==> config.mk <==
export PLATFORM = sky130hd
export DESIGN_NAME = halt_wake_seq
export DESIGN_NICKNAME = d
export VERILOG_FILES = /design/src/rtl/halt_wake_pkg.sv /design/src/rtl/hw_sync.sv /design/src/rtl/hw_wake_edge.sv /design/src/rtl/hw_tick_div.sv /design/src/rtl/hw_stab_timer.sv /design/src/rtl/halt_wake_seq.sv
export SDC_FILE = /design/constraint.sdc
export NUM_CORES = 1
export LEC_CHECK = 0
export ABC_AREA = 1
export BUFFER_PORTS_ARGS = -buffer_cell sky130_fd_sc_hd__buf_2
export CAP_MARGIN = 20
export CORE_MARGIN = 4
export CORE_UTILIZATION = 35
export DETAILED_ROUTE_END_ITERATION = 10
export PLACE_DENSITY = 0.6
export SLEW_MARGIN = 20
export SYNTH_ARGS = -nofsm -noshare
export SYNTH_HDL_FRONTEND = slang
export SYNTH_SLANG_ARGS = --single-unit
==> constraint.sdc <==
create_clock -name clk -period 2.43 [get_ports clk]
set_clock_uncertainty 0.05 [all_clocks]
set_input_delay 0.1215 -clock clk [delete_from_list [all_inputs] [get_ports clk]]
set_output_delay 0.1215 -clock clk [all_outputs]
set_load 0.01 [all_outputs]
==> src/rtl/halt_wake_pkg.sv <==
package halt_wake_pkg;

  typedef enum logic [1:0] {
    ST_RUN   = 2'd0,
    ST_HALT  = 2'd1,
    ST_OSC   = 2'd2,
    ST_RESET = 2'd3
  } hw_state_e;

  typedef struct packed {
    logic core;
    logic osc;
    logic tmr;
    logic wdog;
    logic hflag;
    logic rstout;
  } hw_out_s;

  function automatic hw_out_s hw_decode(hw_state_e s);
    hw_out_s o;
    o = '0;
    case (s)
      ST_RUN: begin
        o.core = 1'b1;
        o.osc  = 1'b1;
        o.tmr  = 1'b1;
        o.wdog = 1'b1;
      end
      ST_HALT: begin
        o.hflag = 1'b1;
      end
      ST_OSC: begin
        o.osc   = 1'b1;
        o.hflag = 1'b1;
      end
      default: begin
        o.osc    = 1'b1;
        o.rstout = 1'b1;
      end
    endcase
    return o;
  endfunction

endpackage

==> src/rtl/hw_sync.sv <==
module hw_sync #(
  parameter int          W       = 1,
  parameter logic        RST_VAL = 1'b0
) (
  input  logic         clk,
  input  logic         rst,
  input  logic [W-1:0] d,
  output logic [W-1:0] q
);
  logic [W-1:0] meta_q;

  always_ff @(posedge clk) begin
    if (rst) begin
      meta_q <= {W{RST_VAL}};
      q      <= {W{RST_VAL}};
    end else begin
      meta_q <= d;
      q      <= meta_q;
    end
  end
endmodule

==> src/rtl/hw_wake_edge.sv <==
module hw_wake_edge #(
  parameter int W = 4
) (
  input  logic         clk,
  input  logic         rst,
  input  logic [W-1:0] lvl,
  input  logic [W-1:0] en,
  output logic         evt
);
  logic [W-1:0] prev_q;
  logic [W-1:0] hit;

  genvar gi;
  generate
    for (gi = 0; gi < W; gi++) begin : g_bit
      always_ff @(posedge clk) begin
        if (rst) prev_q[gi] <= 1'b0;
        else     prev_q[gi] <= lvl[gi];
      end
      assign hit[gi] = lvl[gi] & ~prev_q[gi] & en[gi];
    end
  endgenerate

  assign evt = |hit;
endmodule

==> src/rtl/hw_tick_div.sv <==
module hw_tick_div #(
  parameter int DIV = 9
) (
  input  logic clk,
  input  logic rst,
  input  logic run,
  output logic tick
);
  localparam int CW = (DIV > 1) ? $clog2(DIV) : 1;
  localparam logic [CW-1:0] LAST = CW'(DIV - 1);

  logic [CW-1:0] cnt_q;

  always_ff @(posedge clk) begin
    if (rst || !run)      cnt_q <= '0;
    else if (cnt_q == LAST) cnt_q <= '0;
    else                  cnt_q <= cnt_q + 1'b1;
  end

  assign tick = run && (cnt_q == LAST);
endmodule

==> src/rtl/hw_stab_timer.sv <==
module hw_stab_timer #(
  parameter int COUNT = 256
) (
  input  logic clk,
  input  logic rst,
  input  logic load,
  input  logic tick,
  output logic expire
);
  localparam int TW = $clog2(COUNT + 1);
  localparam logic [TW-1:0] INIT = TW'(COUNT);

  logic [TW-1:0] cnt_q;

  always_ff @(posedge clk) begin
    if (rst)                    cnt_q <= '0;
    else if (load)              cnt_q <= INIT;
    else if (tick && cnt_q != '0) cnt_q <= cnt_q - 1'b1;
  end

  assign expire = tick && (cnt_q == TW'(1));
endmodule

==> src/rtl/halt_wake_seq.sv <==
module halt_wake_seq
  import halt_wake_pkg::*;
#(
  parameter int WAKE_W     = 4,
  parameter int STAB_COUNT = 256,
  parameter int OSC_DIV    = 9
) (
  input  logic              clk,
  input  logic              rst,
  input  logic              halt_set,
  input  logic              ext_rst_n,
  input  logic              clkmon_en,
  input  logic [WAKE_W-1:0] wake_en,
  input  logic [WAKE_W-1:0] wake_in,
  output logic              core_clk_en,
  output logic              osc_en,
  output logic              timer_en,
  output logic              wdog_en,
  output logic              wdout_low,
  output logic              halt_flag,
  output logic              reset_out,
  output logic              resume_pulse
);
  hw_state_e   st_q, st_nxt;
  hw_out_s     dec;
  logic        pin_rst_n;
  logic [WAKE_W-1:0] wake_s;
  logic        wake_evt;
  logic        stab_load;
  logic        div_tick;
  logic        stab_done;

  hw_sync #(.W(1), .RST_VAL(1'b1)) u_rst_sync (
    .clk(clk), .rst(rst), .d(ext_rst_n), .q(pin_rst_n)
  );

  hw_sync #(.W(WAKE_W), .RST_VAL(1'b0)) u_wake_sync (
    .clk(clk), .rst(rst), .d(wake_in), .q(wake_s)
  );

  hw_wake_edge #(.W(WAKE_W)) u_edge (
    .clk(clk), .rst(rst), .lvl(wake_s), .en(wake_en), .evt(wake_evt)
  );

  hw_tick_div #(.DIV(OSC_DIV)) u_div (
    .clk(clk), .rst(rst), .run(st_q == ST_OSC), .tick(div_tick)
  );

  hw_stab_timer #(.COUNT(STAB_COUNT)) u_stab (
    .clk(clk), .rst(rst), .load(stab_load), .tick(div_tick), .expire(stab_done)
  );

  // next state: external reset has priority in every state
  always_comb begin
    st_nxt = st_q;
    case (st_q)
      ST_RUN:   if (!pin_rst_n) st_nxt = ST_RESET;
                else if (halt_set) st_nxt = ST_HALT;
      ST_HALT:  if (!pin_rst_n) st_nxt = ST_RESET;
                else if (wake_evt) st_nxt = ST_OSC;
      ST_OSC:   if (!pin_rst_n) st_nxt = ST_RESET;
                else if (stab_done) st_nxt = ST_RUN;
      default:  if (pin_rst_n) st_nxt = ST_RUN;
    endcase
  end

  assign stab_load = (st_q == ST_HALT) && (st_nxt == ST_OSC);
  assign dec       = hw_decode(st_nxt);

  always_ff @(posedge clk) begin
    if (rst) begin
      st_q         <= ST_RUN;
      core_clk_en  <= 1'b1;
      osc_en       <= 1'b1;
      timer_en     <= 1'b1;
      wdog_en      <= 1'b1;
      halt_flag    <= 1'b0;
      reset_out    <= 1'b0;
      wdout_low    <= 1'b0;
      resume_pulse <= 1'b0;
    end else begin
      st_q         <= st_nxt;
      core_clk_en  <= dec.core;
      osc_en       <= dec.osc;
      timer_en     <= dec.tmr;
      wdog_en      <= dec.wdog;
      halt_flag    <= dec.hflag;
      reset_out    <= dec.rstout;
      wdout_low    <= clkmon_en && (st_nxt == ST_HALT);
      resume_pulse <= (st_q == ST_OSC) && (st_nxt == ST_RUN);
    end
  end
endmodule

==> results.cfg <==
[sta]
max-slew-margin-rel_pct = 78.0
hold_viol = 0
final_max_slew_viol_count = 0
tightest_slew_ns = 0.330
hold_slack_ns = 0.0121
min_period_ns = 1.93
setup_tns_ns = 0
setup_violations = 0
rsz0062_at_grt = no
fmax_mhz = 517
period_share_pct = 79.5

[yosys]
syn_nets = 226
avgSynthCellArea_sq_um = 7.68
ys_types = 28
yosysWarnings = 0
synth-seq-area-share_pct = 44.7
ys_seq_elements = 35
synth_edf_count = 0
synth_cells = 204
netlist_area_sq_mm = 0.00157
synth_ff_type = dfxtp_1
ys_async_sr_fraction_pct = 0

[setup_path]
crit_fanout = 8
critical-path-max-stage-delay_ns = 0.33
cp-end-kind = register
path_cells = inv_1 > ha_1 > nand3_2 > nor2_1 > nand2_1 > nand2_1 > nand3_2 > ha_1 > nand2_1 > nand2_1 > o21bai_2 > a21oi_2
worstPathArrival_ns = 2.11
crit_family = simple AND/OR/NAND/NOR gates
crit_buf_inv = 1
start_kind = register
crit_type = reg -> reg
required_ns = 2.60
cpMostUsedCell = nand2_1
crit_slowest_cell = dfxtp_1

[global_route]
grt_first_pass_wirelength_um = 4650
gr-total-overflow = 0
grt_max_degree = 21
grt_pass1_vias = 1147
grt_usage_pct = 10.8
antenna_found_initial = 0

[power_and_ir_drop]
power_density_mw_per_mm2 = 601
leakage_uw = 0.000865
p_total_uw = 1110
ir_worst_vdd_v = 0.000417

[die]
start_util_pct = 36.0
coreArea_sq_mm = 0.00435
die_w_um = 74.9
ios = 21
row_count = 24
die_area_sq_mm = 0.00561
die_h_um = 74.9

[cells_and_area]
fin_nets = 254
syn2layout_area_growth_pct = 17.6
instances_no_fill = 285
antenna_cells = 0
drive_gt1_share_pct = 21.5
fin_util_pct = 42.3
final_cell_mix = inv_1, nor2_1, dfxtp_1, nand2_1, buf_2

[placed_design]
io_buffers = 20
placed_cells = 272
place_congestion = 0.759
dp.final_hpwl_um = 1970

[clock_network]
cts_tree = yes
htreeDepth = 2
cts_resized = 0
path_clk_slew_ns = 0.07
cts_buffer_depth = 2
cts-buffers-inserted = 5
root_buffer = clkbuf_8
cts.sinks = 35
clock_latency_ns = 0.28
cts-hold-fix-buffers = 5
cts_setup_buffers = 0

[drt]
drt-total-wl_um = 2600
met2WireLength_um = 1260
drtAntennaViolNets = 0
drt-initial-drc-count = 59
wire_per_inst_um = 9.12
wl_met3_um = 130
m1WireLength_um = 1200
vias = 1204
drtPass1Iterations = 4
highest_layer = met4
drc_errors = 0
via_per_inst = 4.22

[min_path]
min_path_type = in -> reg

[job]
max_cap_violations = 0

[outcome]
status = finished clean
power by group:
part / internal, uW / total [uW] / switching [uW]
clock network: 196 / 395 / 200
logic: 44.6 / 106 / 61.1
registers: 597 / 605 / 8.38
worst min-delay path, stage by stage:
cell and delay (ns):
buf_2 0.09, nand2_1 0.05, nor2_1 0.03
layout make-up:
class / instances / area, sq um
Clock buffer: 5 / 68.8
Clock inverter: 3 / 15.0
Fill cell: 443 / 2510
Inverter: 42 / 165
Multi-Input combinational cell: 123 / 677
Sequential cell: 35 / 701
Tap cell: 52 / 65.1
Timing Repair Buffer: 25 / 150
stage by stage:
| step | area, sq um | setup WS, ns |
|---|---|---|
| after floorplan | 1570 | 0.683 |
| after global placement | 1710 | 0.534 |
| after detailed placement | 1710 | 0.477 |
| after CTS | 1840 | 0.469 |
| after global routing | 1840 | 0.288 |
| final | 1840 | 0.497 |
registers in the layout, summed over array words and instances, names as in the netlist, 2 cells and up:
signal,flops
st_q,2
u_wake_sync.meta_q,4
u_stab.cnt_q,9
u_div.cnt_q,4
u_edge.prev_q,4
u_wake_sync.q,4
metal layers:
metal	vias to the layer above	GRT usage, %
met5	-	0
met4	0	3.56
met3	2	4.41
met2	17	17.3
met1	522	13.3
li1	663	-
logic make-up after synthesis:
kind of cell             Yosys count  synth area share [%]
adder cells (fa/ha/maj)            9                  7.19
XOR/XNOR                           2                  1.12
flip-flops                        35                  44.7
buffers and inverters             46                  12.1
AND/OR/NAND/NOR                   96                  28.4
AO/OA/AOI/OAI                     16                  6.47
synth_stat cells, types with 2 or more instances:
library cell	instances	area (sq um)
inv_1	38	143
nor2_1	38	143
dfxtp_1	35	701
nand2_1	34	128
ha_1	9	113
a21oi_1	8	40.0
nand3_1	7	35.0
inv_2	3	11.3
nand3_2	3	30.0
nand4_1	3	18.8
or2_2	3	18.8
a21oi_2	2	17.5
buf_4	2	15.0
nand2_2	2	12.5
nor2_2	2	12.5
o21ai_1	2	10.0
o21ai_2	2	17.5
path summary, 6_finish.rpt:
| kind | cells after the start | endpoint | slack [ns] | from |
|---|---|---|---|---|
| setup reg to reg | 12 | u_stab.cnt_q[1]$_SDFFE_PP0P_ | 0.50 | u_div.cnt_q[0]$_SDFF_PP0_ |
| hold reg to reg | 2 | u_wake_sync.q[1]$_SDFF_PP0_ | 0.35 | u_wake_sync.meta_q[1]$_SDFF_PP0_ |
| setup / recovery | 12 | u_stab.cnt_q[1]$_SDFFE_PP0P_ | 0.50 | u_div.cnt_q[0]$_SDFF_PP0_ |
| hold / removal | 3 | wdout_low$_SDFF_PP0_ | 0.01 | clkmon_en |
Note: power is estimated with default switching activity, not from simulation.
